File: src/rtl/seg_xlate_pkg.sv
// Shared types for the segment translator: fault codes, access types, FSM states.
package seg_xlate_pkg;

    typedef enum logic [2:0] {
        FLT_NONE    = 3'd0,
        FLT_RANGE   = 3'd1,
        FLT_INVALID = 3'd2,
        FLT_LIMIT   = 3'd3,
        FLT_RIGHTS  = 3'd4
    } fault_e;

    typedef enum logic [1:0] {
        ACC_READ  = 2'd0,
        ACC_WRITE = 2'd1,
        ACC_EXEC  = 2'd2,
        ACC_RSVD  = 2'd3
    } acc_e;

    typedef enum logic [1:0] {
        ST_IDLE  = 2'd0,
        ST_FETCH = 2'd1,
        ST_WAIT  = 2'd2,
        ST_RESP  = 2'd3
    } state_e;

endpackage

File: src/rtl/seg_xlate_ctrl.sv
// Sequencer for the translator. Accepts one request, does the range check at
// acceptance, fetches one descriptor when in range, and holds the response
// until taken. Assumes tbl_base and tbl_len are stable while a request is accepted.
module seg_xlate_ctrl
    import seg_xlate_pkg::*;
#(
    parameter int SEG_W   = 4,
    parameter int OFF_W   = 8,
    parameter int MA_W    = 16,
    parameter int ENTRY_W = 25
) (
    input  logic               clk,
    input  logic               rst_n,
    input  logic               req_valid,
    output logic               req_ready,
    input  logic [SEG_W-1:0]   req_seg,
    input  logic [OFF_W-1:0]   req_off,
    input  logic [1:0]         req_acc,
    input  logic [MA_W-1:0]    tbl_base,
    input  logic [SEG_W:0]     tbl_len,
    output logic               mem_req_valid,
    input  logic               mem_req_ready,
    output logic [MA_W-1:0]    mem_req_addr,
    input  logic               mem_rsp_valid,
    input  logic [ENTRY_W-1:0] mem_rsp_data,
    output logic               rsp_valid,
    input  logic               rsp_ready,
    output logic               range_bad_q,
    output logic [OFF_W-1:0]   off_q,
    output logic [1:0]         acc_q,
    output logic [ENTRY_W-1:0] entry_q
);

    state_e          state_q;
    logic [MA_W-1:0] addr_q;
    logic            seg_out;

    // Purpose: segment number outside the table at acceptance time.
    assign seg_out = ({1'b0, req_seg} >= tbl_len);

    // Purpose: state sequencing and capture of request and descriptor.
    always_ff @(posedge clk) begin
        if (!rst_n) begin
            state_q     <= ST_IDLE;
            addr_q      <= '0;
            range_bad_q <= 1'b0;
            off_q       <= '0;
            acc_q       <= '0;
            entry_q     <= '0;
        end else begin
            unique case (state_q)
                ST_IDLE: if (req_valid) begin
                    range_bad_q <= seg_out;
                    off_q       <= req_off;
                    acc_q       <= req_acc;
                    addr_q      <= tbl_base + MA_W'(req_seg);
                    state_q     <= seg_out ? ST_RESP : ST_FETCH;
                end
                ST_FETCH: if (mem_req_ready) state_q <= ST_WAIT;
                ST_WAIT: if (mem_rsp_valid) begin
                    entry_q <= mem_rsp_data;
                    state_q <= ST_RESP;
                end
                ST_RESP: if (rsp_ready) state_q <= ST_IDLE;
                default: state_q <= ST_IDLE;
            endcase
        end
    end

    // Purpose: handshake outputs decoded from state.
    always_comb begin
        req_ready     = (state_q == ST_IDLE);
        mem_req_valid = (state_q == ST_FETCH);
        rsp_valid     = (state_q == ST_RESP);
        mem_req_addr  = addr_q;
    end

endmodule

File: src/rtl/seg_xlate_check.sv
// Descriptor decode and ordered checking. Purely combinational over the
// captured request and descriptor. Reports the first failing check and
// forms base + offset when all checks pass.
module seg_xlate_check
    import seg_xlate_pkg::*;
#(
    parameter int OFF_W   = 8,
    parameter int PA_W    = 12,
    parameter int LIM_W   = 9,
    parameter int ENTRY_W = 25
) (
    input  logic               range_bad,
    input  logic [OFF_W-1:0]   off,
    input  logic [1:0]         acc,
    input  logic [ENTRY_W-1:0] entry,
    output logic [PA_W-1:0]    paddr,
    output logic [2:0]         fault
);

    localparam int LIM_LSB  = 4;
    localparam int BASE_LSB = LIM_LSB + LIM_W;

    logic [2:0]       rights;
    logic             present;
    logic [LIM_W-1:0] limit;
    logic [PA_W-1:0]  base;
    logic             allowed;
    fault_e           code;

    // Purpose: split the descriptor into its fields.
    always_comb begin
        rights  = entry[2:0];
        present = entry[3];
        limit   = entry[LIM_LSB +: LIM_W];
        base    = entry[BASE_LSB +: PA_W];
    end

    // Purpose: look up the rights bit for the requested access type.
    always_comb begin
        unique case (acc_e'(acc))
            ACC_READ:  allowed = rights[0];
            ACC_WRITE: allowed = rights[1];
            ACC_EXEC:  allowed = rights[2];
            default:   allowed = 1'b0;
        endcase
    end

    // Purpose: ordered checks; first failure wins.
    always_comb begin
        if (range_bad)                             code = FLT_RANGE;
        else if (!present)                         code = FLT_INVALID;
        else if (LIM_W'({1'b0, off}) >= limit)     code = FLT_LIMIT;
        else if (!allowed)                         code = FLT_RIGHTS;
        else                                       code = FLT_NONE;
    end

    // Purpose: result address, forced to zero on any fault.
    always_comb begin
        fault = code;
        paddr = (code == FLT_NONE) ? base + PA_W'(off) : '0;
    end

endmodule

File: src/rtl/seg_xlate.sv
// Top of the segment translator: sequencer plus checker datapath.
// Descriptor word: [2:0] rights, [3] valid, [LIM_W+3:4] limit, above that base.
module seg_xlate #(
    parameter int SEG_W = 4,
    parameter int OFF_W = 8,
    parameter int PA_W  = 12,
    parameter int MA_W  = 16,
    parameter int LIM_W = OFF_W + 1,
    parameter int ENTRY_W = 4 + LIM_W + PA_W
) (
    input  logic               clk,
    input  logic               rst_n,
    input  logic               req_valid,
    output logic               req_ready,
    input  logic [SEG_W-1:0]   req_seg,
    input  logic [OFF_W-1:0]   req_off,
    input  logic [1:0]         req_acc,
    input  logic [MA_W-1:0]    tbl_base,
    input  logic [SEG_W:0]     tbl_len,
    output logic               mem_req_valid,
    input  logic               mem_req_ready,
    output logic [MA_W-1:0]    mem_req_addr,
    input  logic               mem_rsp_valid,
    input  logic [ENTRY_W-1:0] mem_rsp_data,
    output logic               rsp_valid,
    input  logic               rsp_ready,
    output logic [PA_W-1:0]    rsp_paddr,
    output logic [2:0]         rsp_fault
);

    logic               range_bad_q;
    logic [OFF_W-1:0]   off_q;
    logic [1:0]         acc_q;
    logic [ENTRY_W-1:0] entry_q;

    seg_xlate_ctrl #(
        .SEG_W(SEG_W), .OFF_W(OFF_W), .MA_W(MA_W), .ENTRY_W(ENTRY_W)
    ) ctrl_i (
        .clk(clk), .rst_n(rst_n),
        .req_valid(req_valid), .req_ready(req_ready),
        .req_seg(req_seg), .req_off(req_off), .req_acc(req_acc),
        .tbl_base(tbl_base), .tbl_len(tbl_len),
        .mem_req_valid(mem_req_valid), .mem_req_ready(mem_req_ready),
        .mem_req_addr(mem_req_addr),
        .mem_rsp_valid(mem_rsp_valid), .mem_rsp_data(mem_rsp_data),
        .rsp_valid(rsp_valid), .rsp_ready(rsp_ready),
        .range_bad_q(range_bad_q), .off_q(off_q), .acc_q(acc_q),
        .entry_q(entry_q)
    );

    seg_xlate_check #(
        .OFF_W(OFF_W), .PA_W(PA_W), .LIM_W(LIM_W), .ENTRY_W(ENTRY_W)
    ) check_i (
        .range_bad(range_bad_q), .off(off_q), .acc(acc_q), .entry(entry_q),
        .paddr(rsp_paddr), .fault(rsp_fault)
    );

endmodule

File: config.mk
export PLATFORM = sky130hd
export DESIGN_NAME = seg_xlate
export DESIGN_NICKNAME = d
export VERILOG_FILES = /design/src/rtl/seg_xlate_pkg.sv /design/src/rtl/seg_xlate_ctrl.sv /design/src/rtl/seg_xlate_check.sv /design/src/rtl/seg_xlate.sv
export SDC_FILE = /design/constraint.sdc
export NUM_CORES = 1
export LEC_CHECK = 0
export CAP_MARGIN = 20
export CORE_MARGIN = 2
export CORE_UTILIZATION = 33
export CTS_CLUSTER_SIZE = 20
export DETAILED_ROUTE_END_ITERATION = 16
export DONT_BUFFER_PORTS = 1
export PLACE_DENSITY = 0.55
export SLEW_MARGIN = 20
export SYNTH_ARGS = -nofsm -noshare
export SYNTH_HDL_FRONTEND = slang
export SYNTH_SLANG_ARGS = --single-unit
File: constraint.sdc
create_clock -name clk -period 3 [get_ports clk]
set_clock_uncertainty 0.05 [all_clocks]
set_input_delay 0.6 -clock clk [delete_from_list [all_inputs] [get_ports clk]]
set_output_delay 0.6 -clock clk [all_outputs]
set_load 0.1 [all_outputs]
==> results of run 1 <==
[final cells by class]
class | count | area, um2
Timing Repair Buffer | 30 | 423
Sequential cell | 54 | 1090
Clock inverter | 2 | 16.3
Multi-Input combinational cell | 312 | 2190
Tap cell | 133 | 166
Fill cell | 967 | 5510
Clock buffer | 6 | 82.6
Inverter | 32 | 120
[sequential cells by signal, indices dropped and copies added (netlist names)]
signal,count
ctrl_i.state_q,2
ctrl_i.entry_q,25
ctrl_i.mem_req_addr,16
ctrl_i.acc_q,2
ctrl_i.range_bad_q,1
ctrl_i.off_q,8
[logic make-up (layout without fill, tap and decap cells)]
logic type               Yosys count  after routing  share of synthesized area
adder cells (fa/ha/maj)           30             30                      0.121
XOR/XNOR                          19             19                     0.0518
flip-flops                        54             54                      0.336
AO/OA/AOI/OAI                    112            112                      0.226
multiplexers                       1              1                    0.00311
buffers and inverters             49             70                     0.0603
AND/OR/NAND/NOR                  150            150                      0.201
[placed cells by master, fill, tap and decap left out, drive strengths merged, types with 4 or more instances in the layout]
cell,count
a211oi,10
a21o,4
a21oi,54
buf,30
clkbuf,6
dfxtp,54
ha,28
inv,33
nand2,87
nand3,8
nor2,29
nor3,5
o211ai,4
o21ai,19
o22ai,5
xnor2,7
xor2,12
[how the worst max path moves through the flow]
stage                       startpoint      endpoint  slack, ps  cells past startpoint
floorplan           ctrl_i.entry_q[10]  rsp_fault[2]       -350                      7
finish              ctrl_i.entry_q[10]  rsp_paddr[1]         -4                      9
global route        ctrl_i.entry_q[10]  rsp_paddr[1]       -100                      9
detailed placement  ctrl_i.entry_q[10]  rsp_paddr[2]        100                      9
global placement    ctrl_i.entry_q[10]  rsp_paddr[9]        200                      9
CTS                 ctrl_i.entry_q[10]  rsp_paddr[1]        -20                      9
[critical path: stages (launching register included)]
cell,delay (ps)
dfxtp_2,350
inv_2,40
ha_4,200
a21o_1,150
a211o_1,310
a211oi_4,310
o21ai_4,190
buf_6,180
nor2_4,120
buf_12,180
[through the flow]
stage | cell area, um2 | setup TNS [ps] | worst slack (ps) | instances
after floorplan | 3310 | -1010 | -346 | 415
after global placement | 3760 | 0 | 195 | 553
after detailed placement | 3760 | 0 | 102 | 553
after CTS | 3990 | -22.9 | -22.9 | 565
after global routing | 4090 | -917 | -100 | 569
final | 4090 | -3.59 | -3.59 | 569
[where the power goes]
group	switching, W	total, W	internal (W)
Clock	0.000246	0.000437	0.000191
Combinational	0.000650	0.000981	0.000331
Sequential	0.000481	0.00132	0.000842
[timing repair]
item | CTS | global route
gates resized for setup | 25 | 17
buffers inserted | 4 | 4
pin swaps | 17 | 8
endpoints found under the setup margin | 14 | 14
[layer usage]
metal	part of all wire	track usage	vias to the layer above	routed length (um)
met5	0	0	-	0
met4	0.0094	0.0410	0	77
met3	0.079	0.0508	6	644
met2	0.49	0.271	88	3980
met1	0.42	0.189	1274	3470
li1	-	-	1453	-
==> reports/results.txt, run 1 <==
Crit path required time: 2350 ps
Critical R2R Capture: ctrl_i.state_q[0]
PwrDens: 670 mW/mm2
final setup margin: -3.59 ps
Layout Utilization: 0.426
WP data arrival: 2350 ps
commonest cells in the netlist: 87 x nand2_1, 54 x a21oi_1, 54 x dfxtp_1
share of the synthesized area in the top cell type: 0.336
vias in the first global route: 2788
crit path launch type: register
FFs w/ async S/R, synth: 0
Final Total Pwr: 0.00274 W
clock root cell: clkbuf_8
synthesized area: 0.00322 mm2
Inserted Diodes: 0
reg2reg path depth: 5
Yosys warnings: 0
Synth area leader: dfxtp_1
relative slew slack: 0.332
hpwl dp: 6280 um
failing checks: setup timing
leakage: 1.48 nW
Core ar.: 0.00959 mm2
number of hold-slack violations in the final timing report: 0
DR WL/cell: 14.4 um
total global-route track usage: 0.157
Final ANT Viol Nets: 0
row count: 36
Final setup viols: 1
number of enable flip-flop cells after synthesis: 0
Reg2Reg Setup Slack: 960 ps
Max Root-Sink Buffers: 2
VDD IR max: 0.712 mV
CTS clk-pin slew, worst paths: 110 ps
HP Class: input port to register
Worst Setup Path Type: register to output port
ys flop type: dfxtp_1
H-tree levels: 2
fmax: 0.333 GHz
outcome: finished with violations
DR vias/cell: 4.96
RSZ-0062 raised after global routing: true
1st-iter DRT viols: 54
# hold bufs at CTS: 0
WHS Path Cells: 2
top-count cell post-synth: nand2_1
FF-to-FF Start: ctrl_i.state_q[1]
ranking of synthesized cells by area: dfxtp_1 34%, ha_1 11%, nand2_1 10%, a21oi_1 8.4%, inv_1 3.6%
Port Buf Inserts: 0
initial antenna violation count: 0
DRC viols: 0
CP Max Fanout: 8
final hold slack: 362 ps
Hold Path Sink: ctrl_i.entry_q[7]
minimum clock period: 3000 ps
Yosys cell types: 50
routability congestion estimate: 0.782
Synth Net Count: 511
CTS tree: done
cts bufs inserted: 5
via count: 2821
area grow syn2layout: 27.2%
IO Count: 100
layout cell share with drive strength beyond 1: 0.202
Worst Tran Pin Value: 1000 ps
Starting Density: 0.335
register bit total from synthesis: 54
WL final: 8180 um
clk_lat worst skew: 300 ps
largest net degree at the start of global routing: 47
Die ar.: 0.0105 mm2
nets: 531
CTS sink count: 54
synthesized area per cell: 7.75 um2
total congestion overflow: 0
Max-cap violations: 0
Pre-antenna DRT Iters: 4
crit end category: output port
Die Ht: 103 um
hold_sp: mem_rsp_data[7]
die width: 103 um
first-pass GRT wire length: 13200 um
max-slew violation count: 0
sequential element share of the synthesized area: 0.336
Final Cycle Share: 1.00
post-synthesis instance total: 415
No activity file was read; power rests on OpenSTA's default activity.
==> inputs of run 2 (changes only) <==
--- a/config.mk
+++ b/config.mk
@@ -5,13 +5,14 @@
 export SDC_FILE = /design/constraint.sdc
 export NUM_CORES = 1
 export LEC_CHECK = 0
+export ABC_AREA = 1
 export CAP_MARGIN = 20
-export CORE_MARGIN = 2
-export CORE_UTILIZATION = 33
+export CORE_MARGIN = 5
+export CORE_UTILIZATION = 30
 export CTS_CLUSTER_SIZE = 20
 export DETAILED_ROUTE_END_ITERATION = 16
 export DONT_BUFFER_PORTS = 1
-export PLACE_DENSITY = 0.55
+export PLACE_DENSITY = 0.52
 export SLEW_MARGIN = 20
 export SYNTH_ARGS = -nofsm -noshare
 export SYNTH_HDL_FRONTEND = slang
==> run 2 against run 1 <==
  * The run now ends clean
  * Combinational power is 19% higher
  * Sequential power is 6% higher
  * Total power rose by 19%
  * Largest cell class unchanged
==> reports/results.txt, run 2 <==
Synth area leader: dfxtp_1
Worst Tran Pin Value: 1010 ps
Core ar.: 0.0115 mm2
DRC viols: 0
first-pass GRT wire length: 15200 um
vias in the first global route: 3130
placed cell area: 0.00395 mm2
footprint of the multi-input gates: 0.00205 mm2
number of gates resized after CTS: 0
simple-gate area share of the yosys netlist: 0.329
share of the synthesized area in the top cell type: 0.306
final hold slack: 391 ps
most frequent cells in the layout: 100 x nand2_1, 91 x nor2_1, 88 x inv_1, 54 x dfxtp_1, 41 x o21ai_0
CTS sink count: 54
slowest CP cell: fa_1
largest net degree at the start of global routing: 43
clock network power share: 0.209
layout cell share with drive strength beyond 1: 0.0966
# hold bufs at CTS: 0
area grow syn2layout: 16.6%
max-slew violation count: 0
crit end category: output port
DR vias/cell: 4.62
DR WL/cell: 13.6 um
ys flop type: dfxtp_1
Final Instance Count excl. Fillers: 702
1st-iter DRT viols: 100
sequential element share of the synthesized area: 0.306
routability congestion estimate: 0.817
Inserted Diodes: 0
die width: 118 um
number of buffers and inverters on the critical path: 2
outcome: finished clean
Net Sw Power: 0.00161 W
nets: 654
most common cell after layout, fill and taps aside: nand2_1
CTS tree: done
Die Ht: 118 um
VDD IR max: 0.459 mV
Pre-antenna DRT Iters: 4
Port Buf Inserts: 0
final instance area: 0.00412 mm2
number of hold-slack violations in the final timing report: 0
most used cell, CP: nand2_1
number of enable flip-flop cells after synthesis: 0
RSZ-0062 raised after global routing: false
register area: 0.00108 mm2
Biggest register: ctrl_i.entry_q
Worst Setup Path Type: register to output port
synthesized area: 0.00353 mm2
hpwl dp: 7620 um
Yosys cell types: 30
row count: 39
register bit total from synthesis: 54
Max Root-Sink Buffers: 2
CP Max Fanout: 3
clock root cell: clkbuf_16
setup TNS: 0 ps
H-tree levels: 2
cell-internal power: 0.00164 W
largest family of logic cells by synthesized area: simple AND/OR/NAND/NOR gates
Starting Density: 0.308
Die ar.: 0.0140 mm2
critical path's top delay family: adder cells
Post-CTS Setup Inserts: 0
synthesized area per cell: 6.46 um2
Crit path required time: 2350 ps
commonest cells in the netlist: 100 x nand2_1, 93 x nor2_1, 88 x inv_1
Reg2Reg Setup Slack: 1020 ps
DP Cell Count: 694
via count: 3245
relative slew slack: 0.326
WL final: 9520 um
Reg power frac: 0.432
fmax: 0.355 GHz
Final Cycle Share: 0.940
FFs w/ async S/R, synth: 0
Yosys warnings: 0
mux contribution to synthesized area: 0
cts bufs inserted: 5
leakage: 1.99 nW
crit path launch type: register
post-synthesis xor/xnor area fraction: 0.0248
Layout Utilization: 0.359
post-synthesis instance total: 546
IO Count: 100
Synth Area in Compound Gates: 0.112
Crit path largest cell delay: 430 ps
total congestion overflow: 0
number of flip-flops under the largest register name: 25
Synth Net Count: 642
Synth Area in Adders: 0.111
total global-route track usage: 0.133
CTS clk-pin slew, worst paths: 80 ps
Final setup viols: 0
ranking of synthesized cells by area: dfxtp_1 31%, nand2_1 11%, ha_1 9.9%, nor2_1 9.9%, inv_1 9.4%
top-count cell post-synth: nand2_1
Layout fillers: 1235
Final ANT Viol Nets: 0
CP cell instances: ha_1 -> fa_1 -> nand3_1 -> nand2_1 -> nand2_1 -> nand2_1 -> nand2_1 -> nand2_1 -> nand2_1 -> inv_2 -> nor2_2 -> buf_12
HP Class: input port to register
switching share of power: 0.495
clk_lat worst skew: 290 ps
Max-cap violations: 0
Gate power share: 0.359
PwrDens: 790 mW/mm2
initial antenna violation count: 1
minimum clock period: 2820 ps
WP data arrival: 2170 ps
[run 2: changes by cell type after synthesis, moves of 25 or more]
cell | before | now
nand3_1 | 8 | 40
nor2_1 | 29 | 93
inv_1 | 31 | 88
a21oi_1 | 54 | 26
o21ai_0 | 16 | 41
[run 2: path summary, 6_finish.rpt]
| kind | start | to | cells past startpoint |
|---|---|---|---|
| min reg2reg | ctrl_i.entry_q[6] | ctrl_i.entry_q[6] | 2 |
| min | rst_n | ctrl_i.entry_q[2] | 2 |
| max reg2reg | ctrl_i.state_q[1] | ctrl_i.state_q[1] | 7 |
| max | ctrl_i.entry_q[13] | rsp_paddr[10] | 12 |
[run 2: power groups by stage]
stage | combinational [W] | sequential [W] | clock [W]
floorplan | 0.000995 | 0.00138 | 0
CTS | 0.00119 | 0.00141 | 0.000706
finish | 0.00117 | 0.00140 | 0.000680
detailed placement | 0.00118 | 0.00143 | 0
global route | 0.00132 | 0.00143 | 0.000740
global placement | 0.00117 | 0.00142 | 0
[run 2: area by class of cell]
type / count / area share
Inverter: 91 / 0.0830
Clock inverter: 3 / 0.0106
Clock buffer: 5 / 0.0304
Sequential cell: 54 / 0.263
Timing Repair Buffer: 19 / 0.0711
Tap cell: 143 / 0.0435
Multi-Input combinational cell: 387 / 0.499
[run 2: kinds of logic (layout without fill, tap and decap cells)]
logic type,after synthesis,in the layout
AND/OR/NAND/NOR,270,270
XOR/XNOR,10,10
buffers and inverters,105,118
adder cells (fa/ha/maj),30,30
flip-flops,54,54
AO/OA/AOI/OAI,77,77
[run 2: per-layer routing]
metal | global-route usage | vias to the layer above | part of all wire
li1 | - | 1747 | -
met1 | 0.146 | 1416 | 0.42
met2 | 0.241 | 72 | 0.49
met3 | 0.0564 | 8 | 0.079
met4 | 0.0276 | 2 | 0.0058
met5 | 0 | - | 0.00073
[run 2: per-stage QoR]
stage	setup slack, ps	power [W]
floorplan	119	0.00237
global placement	527	0.00259
detailed placement	497	0.00261
CTS	160	0.00330
finish	180	0.00325
global route	25.0	0.00349
==> inputs of run 3 (changes only) <==
--- a/config.mk
+++ b/config.mk
@@ -13,6 +13,7 @@
 export DETAILED_ROUTE_END_ITERATION = 16
 export DONT_BUFFER_PORTS = 1
 export PLACE_DENSITY = 0.52
+export RECOVER_POWER = 25
 export SLEW_MARGIN = 20
 export SYNTH_ARGS = -nofsm -noshare
 export SYNTH_HDL_FRONTEND = slang
==> run 3 against run 2 <==
  * Flip-flop and latch count stayed put
  * Via count is 0.25% higher
  * Largest power group unchanged
  * Cell count stayed put
==> reports/results.txt, run 3 (synthesis results as in run 2) <==
outcome: finished clean
CTS sink count: 54
VDD IR max: 0.458 mV
hpwl dp: 7620 um
largest net degree at the start of global routing: 43
cts bufs inserted: 5
total congestion overflow: 0
Final setup viols: 0
Crit path largest cell delay: 430 ps
area grow syn2layout: 16.4%
Crit path required time: 2350 ps
# hold bufs at CTS: 0
vias in the first global route: 3130
Final Instance Count excl. Fillers: 702
Post-CTS Setup Inserts: 0
CTS tree: done
WP data arrival: 2170 ps
clk_lat worst skew: 290 ps
minimum clock period: 2820 ps
WL final: 9530 um
Worst Setup Path Type: register to output port
HP Class: input port to register
nets: 654
Die ar.: 0.0140 mm2
crit end category: output port
Max Root-Sink Buffers: 2
Layout Utilization: 0.358
IO Count: 100
number of gates resized after CTS: 0
Max-cap violations: 0
layout cell share with drive strength beyond 1: 0.0912
1st-iter DRT viols: 96
initial antenna violation count: 1
critical path's top delay family: adder cells
Inserted Diodes: 0
CTS clk-pin slew, worst paths: 80 ps
Final Cycle Share: 0.940
die width: 118 um
CP cell instances: ha_1 -> fa_1 -> nand3_1 -> nand2_1 -> nand2_1 -> nand2_1 -> nand2_1 -> nand2_1 -> nand2_1 -> inv_2 -> nor2_2 -> buf_12
setup TNS: 0 ps
routability congestion estimate: 0.817
most frequent cells in the layout: 101 x nand2_1, 91 x nor2_1, 89 x inv_1, 54 x dfxtp_1, 43 x o21ai_0
via count: 3253
clock root cell: clkbuf_16
number of flip-flops under the largest register name: 25
most used cell, CP: nand2_1
leakage: 1.99 nW
total global-route track usage: 0.133
DR WL/cell: 13.6 um
crit path launch type: register
H-tree levels: 2
Worst Tran Pin Value: 1210 ps
most common cell after layout, fill and taps aside: nand2_1
Core ar.: 0.0115 mm2
slowest CP cell: fa_1
number of hold-slack violations in the final timing report: 0
RSZ-0062 raised after global routing: false
Biggest register: ctrl_i.entry_q
Die Ht: 118 um
first-pass GRT wire length: 15200 um
Starting Density: 0.308
fmax: 0.355 GHz
max-slew violation count: 0
relative slew slack: 0.194
number of buffers and inverters on the critical path: 2
Pre-antenna DRT Iters: 6
row count: 39
DR vias/cell: 4.63
Port Buf Inserts: 0
DP Cell Count: 694
CP Max Fanout: 3
Final ANT Viol Nets: 0
DRC viols: 0
PwrDens: 790 mW/mm2
run 3: changes by cell type in the layout (fill, tap and decap cells not counted), sizes merged:
cell	delta
clkbuf	+1
buf	-1
run 3: cell type report:
class / count / area [um2]
inverters: 91 / 342
clock buffers: 5 / 125
fillers: 1237 / 7360
clock inverters: 3 / 43.8
repair buffers: 19 / 289
flip-flops and latches: 54 / 1080
well taps: 143 / 179
multi-input cells: 387 / 2050
run 3: routing by layer:
metal	wire [um]	vias up	track usage
li1	-	1747	-
met3	777	8	0.0564
met2	4700	80	0.241
met4	55	2	0.0276
met5	7	-	0
met1	3990	1416	0.146
run 3: worst register-to-register path: cells and delay by family, from the launching register on:
| family | cells | cell delay (ps) |
|---|---|---|
| buffers and inverters | 3 | 1140 |
| AND/OR/NAND/NOR | 3 | 730 |
| flip-flops | 1 | 340 |
| adder cells (fa/ha/maj) | 1 | 170 |
run 3: final timing paths:
| kind | startpoint | endpoint | slack [ps] | cells after the start |
|---|---|---|---|---|
| max | ctrl_i.entry_q[13] | rsp_paddr[10] | 180 | 12 |
| min | rst_n | ctrl_i.entry_q[2] | 390 | 2 |
| max reg2reg | ctrl_i.state_q[0] | ctrl_i.mem_req_addr[11] | 480 | 7 |
| min reg2reg | ctrl_i.entry_q[6] | ctrl_i.entry_q[6] | 420 | 2 |
run 3: power by group:
part,leakage [nW],internal (W),switching [W],total (W)
Combinational,1.46,0.000362,0.000801,0.00116
Sequential,0.444,0.000884,0.000521,0.00140
Clock,0.0842,0.000396,0.000283,0.000680
Total,1.99,0.00164,0.00161,0.00325
run 3: per-stage QoR:
step	total power, W	instance area [um2]	hold slack, ps	setup slack, ps
CTS	0.00330	4120	372	160
finish	0.00325	4110	391	180
global placement	0.00259	3950	406	527
detailed placement	0.00261	3950	409	497
floorplan	0.00237	3540	385	119
global route	0.00349	4110	369	25.0
